## src/rtl/fpcmp_pkg.sv

```systemverilog
package fpcmp_pkg;
  localparam int W     = 32;
  localparam int EXP_W = 8;
  localparam int MAN_W = 23;
  localparam int OP_W  = 3;

  typedef enum logic [OP_W-1:0] {
    OP_EQ  = 3'd0,
    OP_LT  = 3'd1,
    OP_LE  = 3'd2,
    OP_MIN = 3'd3,
    OP_MAX = 3'd4
  } fpcmp_op_e;

  typedef struct packed {
    logic         sign;
    logic         is_nan;
    logic         is_snan;
    logic         is_zero;
    logic [W-2:0] mag;
  } fp_info_t;

  localparam logic [W-1:0] CANON_QNAN = {1'b0, {EXP_W{1'b1}}, 1'b1, {(MAN_W-1){1'b0}}};
endpackage

```

## src/rtl/fpcmp_decode.sv

```systemverilog
module fpcmp_decode
  import fpcmp_pkg::*;
#(
  parameter bit SUB_EN = 1'b0
) (
  input  logic [W-1:0] val_i,
  output fp_info_t     info_o
);
  logic [EXP_W-1:0] exp_f;
  logic [MAN_W-1:0] man_f;
  logic             exp_max;
  logic             exp_zero;
  logic             man_nz;
  logic             tiny;

  assign exp_f    = val_i[W-2 -: EXP_W];
  assign man_f    = val_i[MAN_W-1:0];
  assign exp_max  = &exp_f;
  assign exp_zero = ~|exp_f;
  assign man_nz   = |man_f;

  // Subnormal handling variant
  generate
    if (SUB_EN) begin : g_sub
      assign tiny = exp_zero & ~man_nz;
    end else begin : g_ftz
      assign tiny = exp_zero;
    end
  endgenerate

  always_comb begin
    info_o.sign    = val_i[W-1];
    info_o.is_nan  = exp_max & man_nz;
    info_o.is_snan = exp_max & man_nz & ~man_f[MAN_W-1];
    info_o.is_zero = tiny;
    info_o.mag     = tiny ? '0 : val_i[W-2:0];
  end
endmodule

```

## src/rtl/fpcmp_order.sv

```systemverilog
module fpcmp_order
  import fpcmp_pkg::*;
(
  input  fp_info_t a_i,
  input  fp_info_t b_i,
  output logic     eq_o,
  output logic     lt_o,
  output logic     slt_ab_o,
  output logic     slt_ba_o
);
  logic mag_lt, mag_gt, mag_eq, both_zero;

  assign mag_lt    = a_i.mag < b_i.mag;
  assign mag_gt    = a_i.mag > b_i.mag;
  assign mag_eq    = a_i.mag == b_i.mag;
  assign both_zero = a_i.is_zero & b_i.is_zero;

  // Total order with signed zeros; negatives reverse magnitude order
  assign slt_ab_o = (a_i.sign & ~b_i.sign)
                  | (~a_i.sign & ~b_i.sign & mag_lt)
                  | (a_i.sign & b_i.sign & mag_gt);
  assign slt_ba_o = (b_i.sign & ~a_i.sign)
                  | (~b_i.sign & ~a_i.sign & mag_gt)
                  | (b_i.sign & a_i.sign & mag_lt);

  // Numeric predicates: zeros of either sign are equal
  assign eq_o = both_zero | ((a_i.sign == b_i.sign) & mag_eq);
  assign lt_o = slt_ab_o & ~both_zero;

  always_comb begin
    p_lt_eq_excl_r2: assert (!(lt_o && eq_o))
      else $error("lt and eq both set");
    p_order_antisym_r8: assert (!(slt_ab_o && slt_ba_o))
      else $error("order not antisymmetric");
  end
endmodule

```

## src/rtl/fpcmp_select.sv

```systemverilog
module fpcmp_select
  import fpcmp_pkg::*;
(
  input  logic [W-1:0] a_i,
  input  logic [W-1:0] b_i,
  input  fp_info_t     ai_i,
  input  fp_info_t     bi_i,
  input  logic         slt_ab_i,
  input  logic         slt_ba_i,
  input  logic         take_max_i,
  output logic [W-1:0] res_o
);
  logic pick_b;

  assign pick_b = take_max_i ? slt_ab_i : slt_ba_i;

  always_comb begin
    if (ai_i.is_nan && bi_i.is_nan) res_o = CANON_QNAN;
    else if (ai_i.is_nan)           res_o = b_i;
    else if (bi_i.is_nan)           res_o = a_i;
    else                            res_o = pick_b ? b_i : a_i;
  end

  always_comb begin
    p_sel_operand_r8: assert ((ai_i.is_nan && bi_i.is_nan) || res_o == a_i || res_o == b_i)
      else $error("selection is not an operand");
  end
endmodule

```

## src/rtl/fpcmp_unit.sv

```systemverilog
module fpcmp_unit
  import fpcmp_pkg::*;
#(
  parameter bit SUB_EN = 1'b0
) (
  input  logic [W-1:0]    opa_i,
  input  logic [W-1:0]    opb_i,
  input  logic [OP_W-1:0] op_i,
  output logic            cmp_o,
  output logic [W-1:0]    mm_o,
  output logic            nv_o
);
  localparam int N_OPND = 2;

  logic [W-1:0] opnd [N_OPND];
  fp_info_t     info [N_OPND];
  logic         eq, lt, slt_ab, slt_ba;
  logic         any_nan, any_snan, is_pred, is_sel;
  logic [W-1:0] sel_res;

  assign opnd[0] = opa_i;
  assign opnd[1] = opb_i;

  generate
    for (genvar i = 0; i < N_OPND; i++) begin : g_dec
      fpcmp_decode #(.SUB_EN(SUB_EN)) u_dec (
        .val_i (opnd[i]),
        .info_o(info[i])
      );
    end
  endgenerate

  fpcmp_order u_ord (
    .a_i     (info[0]),
    .b_i     (info[1]),
    .eq_o    (eq),
    .lt_o    (lt),
    .slt_ab_o(slt_ab),
    .slt_ba_o(slt_ba)
  );

  fpcmp_select u_sel (
    .a_i       (opa_i),
    .b_i       (opb_i),
    .ai_i      (info[0]),
    .bi_i      (info[1]),
    .slt_ab_i  (slt_ab),
    .slt_ba_i  (slt_ba),
    .take_max_i(op_i == OP_MAX),
    .res_o     (sel_res)
  );

  assign any_nan  = info[0].is_nan | info[1].is_nan;
  assign any_snan = info[0].is_snan | info[1].is_snan;
  assign is_pred  = (op_i == OP_EQ) | (op_i == OP_LT) | (op_i == OP_LE);
  assign is_sel   = (op_i == OP_MIN) | (op_i == OP_MAX);

  always_comb begin
    cmp_o = 1'b0;
    mm_o  = '0;
    nv_o  = 1'b0;
    case (op_i)
      OP_EQ: begin
        cmp_o = eq & ~any_nan;
        nv_o  = any_snan;
      end
      OP_LT: begin
        cmp_o = lt & ~any_nan;
        nv_o  = any_nan;
      end
      OP_LE: begin
        cmp_o = (lt | eq) & ~any_nan;
        nv_o  = any_nan;
      end
      OP_MIN, OP_MAX: begin
        mm_o = sel_res;
        nv_o = any_snan;
      end
      default: ;
    endcase
  end

  always_comb begin
    p_nan_pred_zero_r5: assert (!(is_pred && any_nan && cmp_o))
      else $error("predicate true with NaN");
    p_eq_quiet_nv_r6: assert (!((op_i == OP_EQ) && !any_snan && nv_o))
      else $error("eq flagged without sNaN");
    p_two_nan_canon_r9: assert (!(is_sel && info[0].is_nan && info[1].is_nan) || mm_o == CANON_QNAN)
      else $error("two NaNs not canonical");
    p_unused_quiet_r11: assert (is_pred || is_sel || (!cmp_o && !nv_o && mm_o == '0))
      else $error("unused op drives outputs");
    p_out_split_r12: assert (!(is_sel && cmp_o) && !(is_pred && mm_o != '0))
      else $error("inactive output nonzero");
  end
endmodule

```

## config.mk

```make
export PLATFORM = sky130hd
export DESIGN_NAME = fpcmp_unit
export DESIGN_NICKNAME = d
export VERILOG_FILES = /design/src/rtl/fpcmp_pkg.sv /design/src/rtl/fpcmp_decode.sv /design/src/rtl/fpcmp_order.sv /design/src/rtl/fpcmp_select.sv /design/src/rtl/fpcmp_unit.sv
export SDC_FILE = /design/constraint.sdc
export NUM_CORES = 1
export LEC_CHECK = 0
export ABC_AREA = 1
export BUFFER_PORTS_ARGS = -buffer_cell sky130_fd_sc_hd__buf_4
export CAP_MARGIN = 40
export CORE_MARGIN = 2
export CORE_UTILIZATION = 40
export DETAILED_ROUTE_END_ITERATION = 10
export PLACE_DENSITY = 0.7
export SYNTH_ARGS = -nofsm -noshare
export SYNTH_HDL_FRONTEND = slang
export SYNTH_SLANG_ARGS = --single-unit
```

## constraint.sdc

```tcl
create_clock -name vclk -period 3.48
set_clock_uncertainty 0.1 [all_clocks]
set_input_delay 0.174 -clock vclk [all_inputs]
set_output_delay 0.174 -clock vclk [all_outputs]
set_load 0.05 [all_outputs]
```

==> flow_summary.json <==
{
  "intPower_uw": 237,
  "nets": 636,
  "dp_hpwl_um": 5850,
  "max_stage_delay_ns": 0.28,
  "cp_num_buf_inv": 6,
  "worstMarginPinSlew_ns": 0.444,
  "yosysWarnings": 0,
  "worstPathArrival_ns": 3.13,
  "die_w_um": 78.6,
  "seq_area_um2": 0,
  "multi_input_area_um2": 2210,
  "slew_violations": 0,
  "power.total_uw": 581,
  "grt_pass1_wl_um": 12200,
  "cp-start-kind": "input pin",
  "fin_crit_ns": 3.40,
  "vias": 3203,
  "io_buffers": 101,
  "power.share.combinational_pct": 100.0,
  "p_sw_uw": 344,
  "nFlopsAndLatches": 0,
  "num_rows": 27,
  "rsz0062_at_grt": "yes",
  "ios": 101,
  "start_util_pct": 40.9,
  "synth_fp_nets": 534,
  "power_density_nw_per_um2": 158,
  "critPathCaptureType": "output pin",
  "slowest_stage": "nor4_1",
  "synth_cell_types": 27,
  "track_usage_pct": 22.8,
  "diodes": 0,
  "p_leak_nw": 1.92,
  "firstDrtPassIters": 4,
  "nClkBuffers": 0,
  "worstPathRequired_ns": 3.21,
  "drive_gt1_share_pct": 38.3,
  "relSlewSlack_pct": 70.1,
  "max_freq_ghz": 0.294,
  "avgSynthCellArea_um2": 5.15,
  "fin_util_pct": 67.6,
  "path_cells": "buf_8 > nor4_4 > nand4_1 > inv_2 > clkbuf_16 > nor2_4 > ha_4 > nand2_4 > buf_4 > nor4_1 > nand4_1 > nand3_1 > nand3_2 > nand3_4 > buf_12 > nand2_8 > nand2_1 > nand2_1 > nor2_2 > buf_6",
  "coreArea_um2": 5440,
  "finalHoldViolCount": 0,
  "drtAntennaViolNets": 0,
  "place_ws_ns": -0.0297,
  "crit_type": "in -> out",
  "route.detailed.drc": 0,
  "overflow": 0,
  "wl_um": 8250,
  "ir_drop_v": 0.0000793,
  "p_clk_share_pct": 0,
  "pwr-share-seq_pct": 0,
  "post_drt_wl_per_cell_um": 13.7,
  "drv_cap": 0,
  "setup_ws_ns": 0.0751,
  "yosysTopAreaCellShare_pct": 20.2,
  "critPathTopFamily": "simple AND/OR/NAND/NOR gates",
  "die_area_um2": 6170,
  "outcome": "completed",
  "ys_seq_area_share_pct": 0,
  "power_switching_share_pct": 59.3,
  "grt_max_degree": 31,
  "ctsHoldBuffers": 0,
  "antenna_found_initial": 0,
  "finalSetupViolations": 0,
  "yosysTopAreaCell": "nand2_1",
  "grt_pass1_vias": 2786,
  "fill_cells": 489,
  "die_h_um": 78.6,
  "routabilityCongestion": 0.857,
  "syn-cell-area_um2": 2220,
  "vias_per_cell": 5.30,
  "area_growth_pct": 65.2,
  "fin_cells": 604,
  "synthCells": 432,
  "hold_class": "in -> out",
  "post-place-cells": 587,
  "finalCritPeriodShare_pct": 97.8,
  "yosys-top-cells-area": "nand2_1 (20%), ha_1 (20%), nor2_1 (14%)",
  "drtIter0Drc": 145,
  "cp_max_fo": 6
}
[cell usage after synthesis]
cell / number
o21ai_0: 4
o22ai_1: 1
nor2_1: 81
a21oi_1: 32
clkinv_1: 1
nor3_1: 4
nor4_1: 10
nand3_2: 4
a21oi_2: 4
a21o_1: 2
nand3_1: 29
buf_1: 1
or2_2: 1
nand4_1: 15
nand3b_1: 2
nand2_1: 120
buf_8: 1
nand2_2: 2
ha_1: 35
nor2_2: 1
buf_6: 3
buf_2: 4
nor3b_2: 1
clkbuf_8: 2
inv_1: 58
buf_4: 2
clkbuf_1: 12
[power groups by stage]
stage	clock [mW]	combinational [mW]	sequential [mW]
6_report	0	0.581	0
5_1_grt	0	0.634	0
4_1_cts	0	0.474	0
3_5_place_dp	0	0.472	0
2_1_floorplan	0	0.323	0
3_3_place_gp	0	0.468	0
[kinds of logic after synthesis]
logic type	after synthesis	share of synthesized area (%)
adder cells (fa/ha/maj)	35	19.7
AND/OR/NAND/NOR	270	52.5
buffers and inverters	84	17.2
AO/OA/AOI/OAI	43	10.6
[metal layers]
metal  global-route usage [%]  vias to the layer above  part of all wire, %
met5                        0                        -                    0
met4                     1.23                        0                  1.7
met3                     1.15                       14                  6.1
met2                     40.7                      124                   48
met1                     31.6                     1468                   44
li1                         -                     1597                    -
[what timing repair did]
item | CTS | global route
cloned | 1 | 5
setup endpoints to repair | 14 | 32
gates resized for setup | 3 | 117
pin swaps | 0 | 13
buffers inserted | 1 | 10
[through the flow]
| stage | cell area (µm²) | setup TNS [ns] | hold slack [ns] |
|---|---|---|---|
| global placement | 3000 | -0.0957 | 0.646 |
| finish | 3680 | 0 | 0.627 |
| floorplan | 2220 | 0 | 0.515 |
| CTS | 3020 | -0.00346 | 0.647 |
| global route | 3680 | -1.70 | 0.652 |
| detailed placement | 3000 | -0.205 | 0.643 |
[area by class of cell]
cell class / instances / area share (%)
Multi-Input combinational cell: 350 / 60.2
Timing Repair Buffer: 122 / 31.0
Inverter: 59 / 6.13
Tap cell: 72 / 2.45
Timing Repair inverter: 1 / 0.204
[worst min-delay path, cell delays in order]
cell and delay (ns):
buf_4 0.09, a21oi_2 0.03, nor2_2 0.08, buf_6 0.17
[cells in the final DEF, fill, tap and decap left out, types with 10 or more instances in the layout]
cell	Yosys	layout
nand4_1	15	15
inv_1	58	54
nor2_2	1	30
nor2_1	81	44
ha_1	35	28
buf_6	3	35
a21oi_1	32	30
buf_4	2	80
nand3_1	29	27
nand2_1	120	109
nand2_2	2	10
[final timing paths]
path,startpoint,endpoint,slack (ns),depth (start not counted)
max,opa_i[27],mm_o[29],0.08,20
min,opb_i[26],mm_o[26],0.63,4
Power figures use the tool's default switching activity.
